==> src/rtl/srt_pkg.sv <==
package srt_pkg;

    // Remainder estimate: four integer bits (sign included) and four fraction bits.
    localparam int EST_W = 8;
    // Divisor fraction bits that steer the selection thresholds.
    localparam int DFR_W = 4;

    typedef enum logic [1:0] {
        ST_IDLE = 2'd0,
        ST_RUN  = 2'd1,
        ST_FIX  = 2'd2
    } srt_state_e;

    // Signed quotient digit: magnitude 0..2 with a separate sign.
    typedef struct packed {
        logic       neg;
        logic [1:0] mag;
    } srt_digit_t;

endpackage

==> src/rtl/srt_qsel.sv <==
module srt_qsel
    import srt_pkg::*;
(
    input  logic [EST_W-1:0] s_top,
    input  logic [EST_W-1:0] c_top,
    input  logic [DFR_W-1:0] dfrac,
    output srt_digit_t       dig
);

    logic [EST_W-1:0] est;
    logic             sgn;
    logic [EST_W-2:0] fold;
    logic [EST_W-1:0] t_one;
    logic [EST_W-1:0] t_two;

    // Thresholds in 1/16 units for divisor 1 + j/16:
    //   one : ceil((20 + j) / 3)
    //   two : ceil((71 + 4j) / 3)
    // These leave room for the truncation of both carry-save words
    // and for the one-sixteenth offset that the bit-inversion fold adds
    // on the negative side.
    always_comb begin
        est   = s_top + c_top;
        sgn   = est[EST_W-1];
        fold  = est[EST_W-2:0] ^ {(EST_W-1){sgn}};
        t_one = (EST_W'(22) + EST_W'(dfrac)) / EST_W'(3);
        t_two = (EST_W'(73) + (EST_W'(dfrac) << 2)) / EST_W'(3);
        if (EST_W'(fold) >= t_two) begin
            dig.mag = 2'd2;
        end else if (EST_W'(fold) >= t_one) begin
            dig.mag = 2'd1;
        end else begin
            dig.mag = 2'd0;
        end
        dig.neg = sgn && (dig.mag != 2'd0);
    end

endmodule

==> src/rtl/srt_stage.sv <==
module srt_stage
    import srt_pkg::*;
#(
    parameter int RW = 61
) (
    input  logic [RW-1:0]    s_i,
    input  logic [RW-1:0]    c_i,
    input  logic [RW-1:0]    dv_i,
    input  logic [DFR_W-1:0] dfrac_i,
    output logic [RW-1:0]    s_o,
    output logic [RW-1:0]    c_o,
    output srt_digit_t       dig_o
);

    logic [RW-1:0] s4;
    logic [RW-1:0] c4;
    logic [RW-1:0] mult;
    logic [RW-1:0] op;
    logic [RW-1:0] maj;
    logic          cin;

    assign s4 = s_i << 2;
    assign c4 = c_i << 2;

    srt_qsel u_qsel (
        .s_top (s4[RW-1 -: EST_W]),
        .c_top (c4[RW-1 -: EST_W]),
        .dfrac (dfrac_i),
        .dig   (dig_o)
    );

    always_comb begin
        unique case (dig_o.mag)
            2'd2:    mult = dv_i << 1;
            2'd1:    mult = dv_i;
            default: mult = '0;
        endcase
        if (dig_o.mag == 2'd0) begin
            op  = '0;
            cin = 1'b0;
        end else if (dig_o.neg) begin
            op  = mult;
            cin = 1'b0;
        end else begin
            op  = ~mult;
            cin = 1'b1;
        end
        maj = (s4 & c4) | (s4 & op) | (c4 & op);
    end

    assign s_o = s4 ^ c4 ^ op;
    assign c_o = (maj << 1) | RW'(cin);

endmodule

==> src/rtl/srt_div.sv <==
module srt_div
    import srt_pkg::*;
#(
    parameter  int MW    = 56,
    parameter  int S     = 4,
    localparam int ITERS = (MW + 2 * S - 1) / (2 * S),
    localparam int QW    = 2 * S * ITERS
) (
    input  logic          clk,
    input  logic          rst_n,
    input  logic          start,
    input  logic [MW-1:0] dividend,
    input  logic [MW-1:0] divisor,
    output logic          busy,
    output logic          done,
    output logic [QW-1:0] quo,
    output logic [MW-1:0] rem,
    output logic          rem_neg
);

    localparam int RW = MW + 5;
    localparam int CW = $clog2(ITERS + 1);

    srt_state_e    state;
    srt_state_e    nxt;
    logic [CW-1:0] cnt;
    logic [RW-1:0] s_q;
    logic [RW-1:0] c_q;
    logic [MW-1:0] d_q;
    logic [QW-1:0] qp_q;
    logic [QW-1:0] qn_q;

    logic [RW-1:0]    dv;
    logic [DFR_W-1:0] dfrac;

    assign dv    = RW'(d_q) << 2;
    assign dfrac = d_q[MW-2 -: DFR_W];

    logic [RW-1:0] s_ch  [0:S];
    logic [RW-1:0] c_ch  [0:S];
    logic [QW-1:0] qp_ch [0:S];
    logic [QW-1:0] qn_ch [0:S];
    srt_digit_t    dg    [0:S-1];

    assign s_ch[0]  = s_q;
    assign c_ch[0]  = c_q;
    assign qp_ch[0] = qp_q;
    assign qn_ch[0] = qn_q;

    for (genvar g = 0; g < S; g++) begin : g_step
        srt_stage #(.RW(RW)) u_stage (
            .s_i     (s_ch[g]),
            .c_i     (c_ch[g]),
            .dv_i    (dv),
            .dfrac_i (dfrac),
            .s_o     (s_ch[g+1]),
            .c_o     (c_ch[g+1]),
            .dig_o   (dg[g])
        );
        assign qp_ch[g+1] = (qp_ch[g] << 2) | QW'(dg[g].neg ? 2'd0 : dg[g].mag);
        assign qn_ch[g+1] = (qn_ch[g] << 2) | QW'(dg[g].neg ? dg[g].mag : 2'd0);
    end

    // Final resolution: full-width adds and the correction step.
    logic [RW-1:0] r_full;
    logic          r_neg;
    logic [RW-1:0] r_sh;
    logic [RW-1:0] rem_w;
    logic [QW-1:0] q_fix;

    always_comb begin
        r_full = s_q + c_q;
        r_neg  = r_full[RW-1];
        r_sh   = RW'($signed(r_full) >>> 2);
        rem_w  = r_neg ? (r_sh + RW'(d_q)) : r_sh;
        q_fix  = (qp_q - qn_q) - QW'(r_neg);
    end

    always_comb begin
        nxt = state;
        unique case (state)
            ST_IDLE: if (start) nxt = ST_RUN;
            ST_RUN:  if (cnt == CW'(ITERS - 1)) nxt = ST_FIX;
            ST_FIX:  nxt = ST_IDLE;
            default: nxt = ST_IDLE;
        endcase
    end

    always_ff @(posedge clk) begin
        if (!rst_n) begin
            state <= ST_IDLE;
        end else begin
            state <= nxt;
        end
    end

    assign busy = (state != ST_IDLE);

    always_ff @(posedge clk) begin
        if (!rst_n) begin
            cnt     <= '0;
            s_q     <= '0;
            c_q     <= '0;
            d_q     <= '0;
            qp_q    <= '0;
            qn_q    <= '0;
            done    <= 1'b0;
            quo     <= '0;
            rem     <= '0;
            rem_neg <= 1'b0;
        end else begin
            done <= 1'b0;
            unique case (state)
                ST_IDLE: begin
                    if (start) begin
                        s_q  <= RW'(dividend);
                        c_q  <= '0;
                        d_q  <= divisor;
                        qp_q <= '0;
                        qn_q <= '0;
                        cnt  <= '0;
                    end
                end
                ST_RUN: begin
                    s_q  <= s_ch[S];
                    c_q  <= c_ch[S];
                    qp_q <= qp_ch[S];
                    qn_q <= qn_ch[S];
                    cnt  <= cnt + 1'b1;
                end
                ST_FIX: begin
                    quo     <= q_fix;
                    rem     <= MW'(rem_w);
                    rem_neg <= r_neg;
                    done    <= 1'b1;
                end
                default: ;
            endcase
        end
    end

endmodule

==> config.mk <==
export PLATFORM = sky130hd
export DESIGN_NAME = srt_div
export DESIGN_NICKNAME = d
export VERILOG_FILES = /design/src/rtl/srt_pkg.sv /design/src/rtl/srt_qsel.sv /design/src/rtl/srt_stage.sv /design/src/rtl/srt_div.sv
export SDC_FILE = /design/constraint.sdc
export NUM_CORES = 2
export LEC_CHECK = 0
export ABC_AREA = 1
export ABC_CLOCK_PERIOD_IN_PS = 20600
export BUFFER_PORTS_ARGS = -buffer_cell sky130_fd_sc_hd__clkbuf_2
export CORE_MARGIN = 2
export CORE_UTILIZATION = 55
export CTS_CLUSTER_DIAMETER = 60
export DETAILED_ROUTE_END_ITERATION = 10
export PLACE_DENSITY = 0.74
export SYNTH_ARGS = -nofsm -noshare
export SYNTH_HDL_FRONTEND = slang
export SYNTH_SLANG_ARGS = --single-unit
export TNS_END_PERCENT = 100
==> constraint.sdc <==
create_clock -name clk -period 20.6 [get_ports clk]
set_clock_uncertainty 0.05 [all_clocks]
set_input_delay 1.03 -clock clk [delete_from_list [all_inputs] [get_ports clk]]
set_output_delay 1.03 -clock clk [all_outputs]
set_load 0.005 [all_outputs]
; ---- After elaboration in Yosys (flattened, before gate mapping)
; Cells that the tools add are included.
[word_totals]
in_bits = 115
memories = 0
output_inout_bits = 115
mem_bits_ro = 0
wordCells = 161
latch_bits = 0
ram_bits = 0
regBits = 409
[op_classes]
div_mod_pow = 2
n_reduce_logical = 18
muxes = 50
n_addsub = 11
n_mul = 0
shifts = 0
n_bitwise = 48
n_eq_ne = 13
order_cmp = 8
[op_table]
columns = operator, count
row1 = AND 58 bit, 9
row2 = case mux 59 bit (2 select lines), 4
row3 = 2-to-1 mux 59 bit, 6
row4 = bitwise XOR 59 bit, 6
row5 = bitwise OR 58 bit, 6
row6 = 2-to-1 mux 61 bit, 4
row7 = case mux 61 bit (2 select lines), 2
row8 = case mux 56 bit (2 select lines), 2
row9 = AND 60 bit, 3
row10 = inverter 59 bit, 3
row11 = bitwise OR 59 x 1 -> 59 bit, 3
row12 = bitwise XOR 61 bit, 2
row13 = bitwise OR 60 bit, 2
row14 = 2-to-1 mux 56 bit, 2
row15 = bitwise OR 56 x 2 -> 56 bit, 2
row16 = bitwise OR 54 x 2 -> 54 bit, 2
row17 = bitwise OR 52 x 2 -> 52 bit, 2
row18 = bitwise OR 50 x 2 -> 50 bit, 2
row19 = greater-or-equal comparator 7 x 8 -> 1 bit, 8
row20 = adder 61 bit, 1
row21 = inverter 61 bit, 1
row22 = bitwise OR 61 x 1 -> 61 bit, 1
row23 = adder 56 bit, 1
row24 = subtractor 56 x 1 -> 56 bit, 1
row25 = 20 further kinds, 75

; ---- Depth between registers and ports, before layout
[depth]
ltp_word = 57
ltp_mapped = 153
depth_no_buf = 145

; ---- Hierarchy
; From an unflattened synthesis, not the netlist that was laid out.
[hier_totals]
cells_unflattened = 8891
area_unflattened_um2 = 52335.2
[modules_own_cells]
columns = module, area_each_um2, seq_area_each_um2, cells_per_inst, n_inst
row1 = srt_div, 29723.5, 8187.9, 4855, 1
row2 = srt_stage (g_step[2].u_stage ...), 4115.2, 0.0, 770, 2
row3 = srt_qsel (g_step[0].u_stage.u_qsel ...), 1564.0, 0.0, 239, 3
row4 = srt_stage (g_step[0].u_stage), 4113.9, 0.0, 770, 1
row5 = srt_stage (g_step[1].u_stage), 4100.2, 0.0, 771, 1
row6 = srt_qsel (g_step[3].u_stage.u_qsel), 1475.2, 0.0, 238, 1

; ---- Worst setup path before layout
; Ideal clock, no wire load.
[synth_timing]
kind = flip-flop to flip-flop
start = reg d_q[52]
end = reg s_q[54]
period_less_slack_ns = 20.649
arrival_time_ns = 20.465
t_required_ns = 20.416
stages_incl_launch_ff = 140
setup_slack_ns = -0.049
setup_time_ns = 0.134
path_cell_list = dfxtp_1 ha_1 ha_1 ha_1 inv_2 xor2_1 o21ai_0 a21oi_1 ha_1 nor2_1 inv_1 nor2_1 mux2_2 inv_1 nand2_1 nor2_1 inv_1 nor2_1 [104 not listed] o21ai_0 nand2_1 a21oi_1 o21bai_1 nor2_1 inv_1 nand3_2 nand2_4 inv_4 buf_6 buf_2 o22ai_1 nand2_1 o21ai_1 fa_1 nor2_1 a211oi_1 a211oi_1
[synth_between]
elab_chain_len = 54
[synth_rtl]
columns = element, line_no
row1 = from (decl), srt_div.sv:29  ; logic [MW-1:0] d_q;
row2 = from (signal assigned), srt_div.sv:118  ; d_q <= divisor;
row3 = adder 5 x 4 -> 6 bit, srt_qsel.sv:26  ; t_one = (EST_W'(22) + EST_W'(dfrac)) / EST_W'(3);
row4 = divider 8 x 2 -> 8 bit, srt_qsel.sv:26
row5 = greater-or-equal comparator 7 x 8 -> 1 bit, srt_qsel.sv:30  ; end else if (EST_W'(fold) >= t_one) begin
row6 = 2-to-1 mux 1 bit, srt_qsel.sv:30
row7 = 2-to-1 mux 2 bit, srt_qsel.sv:28  ; if (EST_W'(fold) >= t_two) begin
row8 = equality test 2 x 1 -> 1 bit or equality test 2 bit (tied branches), srt_stage.sv:33  ; unique case (dig_o.mag)
row9 = case mux 59 bit (2 select lines), srt_stage.sv:33
row10 = inverter 59 bit, srt_stage.sv:45  ; op = ~mult;
row11 = [38 not listed], -
row12 = 2-to-1 mux 2 bit, srt_qsel.sv:28
row13 = equality test 2 x 1 -> 1 bit or equality test 2 bit (tied branches), srt_stage.sv:33
row14 = case mux 59 bit (2 select lines), srt_stage.sv:33
row15 = inverter 61 bit, srt_stage.sv:45
row16 = 2-to-1 mux 61 bit, srt_stage.sv:41  ; end else if (dig_o.neg) begin
row17 = 2-to-1 mux 61 bit, srt_stage.sv:38  ; if (dig_o.mag == 2'd0) begin
row18 = bitwise XOR 61 bit *, srt_stage.sv:51  ; assign s_o = s4 ^ c4 ^ op;
row19 = case mux 61 bit (2 select lines) *, srt_div.sv:113  ; unique case (state)
row20 = to (signal assigned), srt_div.sv:116  ; s_q <= RW'(dividend);
row21 = to (signal assigned), srt_div.sv:125  ; s_q <= s_ch[S];
row22 = to (decl), srt_div.sv:27  ; logic [RW-1:0] s_q;
; Mark *: on every way between the ends. The rest lies on a longest branch, timed or not.
; A chain may end at the register's enable or synchronous reset.

; ---- Final worst setup path
[layout_timing]
start = reg d_q[52]
end = reg s_q[58]
; The elaborated chain is that of the path after synthesis.

==> metrics.txt <==
run status=finished, final reports clean; Async SR Flop Fraction=0%; post-synthesis adder-cell area fraction=22.61%; post-synthesis cell type count=59; r2r setup slk=roughly 1000 ps; Filler Cell Count=5934; Seq/Total Area, Yosys=approximately 22%; ANT cells=0; Worst Hold End=rem[22]$_SDFFE_PN0P_; vias post-DR=35460; CTS tree=yes; DIE AREA=slightly below 70000 sq um; Synth Area in Simple Gates=14.30%; Placed Cells=5927; Buffers on Ports=229; I/O pins=230; wire per inst=between 15 and 20 um; maximum clock path buffer count=3; crit-path most repeated cell=nand2_1; Synthesized Nets=5635; Congestion Overflow GR=0; Commonest cells post-synth=inv_1 (809), nand2_1 (799), o21ai_0 (430), dfxtp_1 (407), a21oi_1 (379); final hold viol count=0; FP Rows=94; most numerous cell in the Yosys netlist=inv_1; top_reg_cell synth=dfxtp_1; routability cong.=0.9531; Die H=261.1 um; period utilization=95.15%; crit-path max FO=22; Synth Area in XOR/XNOR=under 10%; max-slew violations=0; vias per std cell=roughly 5.9; die span in x=261.1 um; Residual DRC=0; Startpoint Class=flop; Reg-to-Reg End=s_q[58]$_SDFFE_PN0P_; worst min-delay path startpoint=rem[22]$_SDFFE_PN0P_; initial antenna violation count=2; R2R cell count=130; layout cells sized above 1=11.80%; largest area contributor in the netlist=dfxtp_1; Clock Latency Late Sink=650 ps; CP max stage cell=fa_2; Pre-antenna DRT Iters=7; Compound-Gate Fraction of Synth Area=a little under a quarter; core box area=65630 sq um; crit-path max cell delay=610 ps; largest family of logic cells by synthesized area=compound AO/OA/AOI/OAI gates; largest net degree at the start of global routing=100; CTS sink cnt=407; Worst Hold Class=reg2reg; Reg clk slew, reported paths=50 ps; Setup violations, final=0; design area=40990 sq um; area grow syn2layout=12.71%; dpl hpwl=87420 um; crit path DAT=~20000 ps; H-Tree Depth=2; Max Freq=51.02 MHz; Worst EP required=21010 ps; non-filler instance count after layout=6057; worst hold stages=2; synthesized instance count=4993; crit end category=flop; Worst Max-Slew Pin Slew=between 1000 and 1500 ps; EDFF count, synth=0; Yosys reg bits=407; Nets=5797; Max Cap Viol=0; Cell Area, Synth=~36000 sq um; top cell type's share of synthesized area=approximately 22%; Avg Inst Size Synth=7.283 sq um; GRT Overall Usage=33.82%; CTS Buf Count=51; initial drt markers=3651; Synth area leaders=dfxtp_1 (22%), fa_1 (12%), ha_1 (11%); CP Class=reg2reg; CTS Root Cell=clkbuf_16; Period minus WS final=19600 ps; Slew HR=28.89%; Final ANT Viol Nets=0; post-synthesis mux area share=0.03097%; first-pass GRT wire length=182800 um; hold buffers post-CTS=0; Post-Route WL=118600 um; initial core utilization=between 50% and 60%; placed inst area=38220 sq um; vias in the first global route=33280; R2R Path Start=d_q[52]$_SDFFE_PN0P_; Ys Warns=0
cell families after synthesis:
logic type	after synthesis
AOI/OAI and AO/OA	1470
xor gates and xnor gates	209
adders and majority gates	527
buffers and inverters	1106
DFF	407
muxes	1
and+or+nand+nor	1273
through the flow:
| step | setup slack [ps] | util, % | setup TNS (ps) | hold slack (ps) |
|---|---|---|---|---|
| 6_report | 999.0 | 62.45 | 0 | 412.3 |
| 5_1_grt | -351.7 | 62.45 | -21100 | 432.2 |
| 4_1_cts | 37.74 | 60.99 | 0 | 409.6 |
| 3_5_place_dp | -502.2 | 58.23 | -34080 | 401.0 |
| 3_3_place_gp | 79.50 | 58.23 | 0 | 395.8 |
| 2_1_floorplan | 184.3 | - | 0 | 380.1 |
how the worst max path moves through the flow:
stage,start,endpoint,slack (ps),cells past startpoint
2_1_floorplan,d_q[52]$_SDFFE_PN0P_,s_q[54]$_SDFFE_PN0P_,180,139
3_3_place_gp,d_q[52]$_SDFFE_PN0P_,s_q[32]$_SDFFE_PN0P_,80,128
3_5_place_dp,d_q[52]$_SDFFE_PN0P_,s_q[21]$_SDFFE_PN0P_,-500,130
4_1_cts,d_q[52]$_SDFFE_PN0P_,s_q[32]$_SDFFE_PN0P_,40,137
5_1_grt,d_q[52]$_SDFFE_PN0P_,s_q[33]$_SDFFE_PN0P_,-350,138
6_report,d_q[52]$_SDFFE_PN0P_,s_q[58]$_SDFFE_PN0P_,1000,130
final cells by class:
type	count	area [sq um]	share of cell area (%)
multi-input combinational	3481	24510	59.79
sequential	407	8148	19.88
inverter	877	3339	8.148
timing repair buffer	335	2143	5.229
clock buffer	67	1416	3.456
tap	864	1081	2.638
clock inverter	24	335.3	0.8181
timing repair inverter	2	17.52	0.04274
state kept, by name (all words and copies together), names as in the netlist:
register	flops
c_q	59
cnt	3
d_q	56
done	1
qn_q	56
qp_q	56
quo	56
rem	56
rem_neg	1
s_q	61
state	2
timing repair:
item / 4_1_cts / 5_1_grt
gates resized for setup: 11 / 155
buffers inserted: 2 / 31
pin swaps: 0 / 38
gates cloned: 0 / 6
endpoints found under the setup margin: 104 / 123
layout by cell type (no fill, tap or decap), types with 15 or more instances in the layout:
cell type,Yosys,layout
xor2_1,125,121
ha_1,310,301
nand2_2,25,22
o21bai_1,17,16
clkbuf_2,0,228
inv_1,809,801
buf_4,4,82
a21oi_1,379,369
nand3_1,85,82
nor2_1,303,284
dfxtp_1,407,407
o22ai_1,267,250
o21ai_1,67,74
o211ai_1,54,54
clkinv_1,55,51
o32ai_1,32,32
xnor2_1,84,80
o22ai_2,23,40
nand2_1,799,792
o21a_1,21,21
o21ai_0,430,420
a22o_1,47,47
fa_1,217,212
buf_6,11,15
clkbuf_16,0,54
a31oi_1,68,68
per-layer routing:
metal  share of wire, %  global-route usage, %  up-vias  wire length (um)
met5                  0                      0        -                 0
met4                4.7                  13.86        0              5590
met3                8.6                  5.120      354             10190
met2                 46                  56.04     1688             54210
met1                 41                  44.18    16500             48600
li1                   -                      -    16920                 -
critical path, delay by kind of cell, from the launching register on:
kind            cells  cell delay (ps)
fa+ha+maj          16             5190
compound gates     33             4240
flops               1              310
buf+inv            25             2860
simple gates       50             5310
xor+xnor            5             1050
mux                 1              360
Power is left out: the tool's default activity adds up to more than one toggle a clock period on the data nets, which glitch-free logic cannot reach.
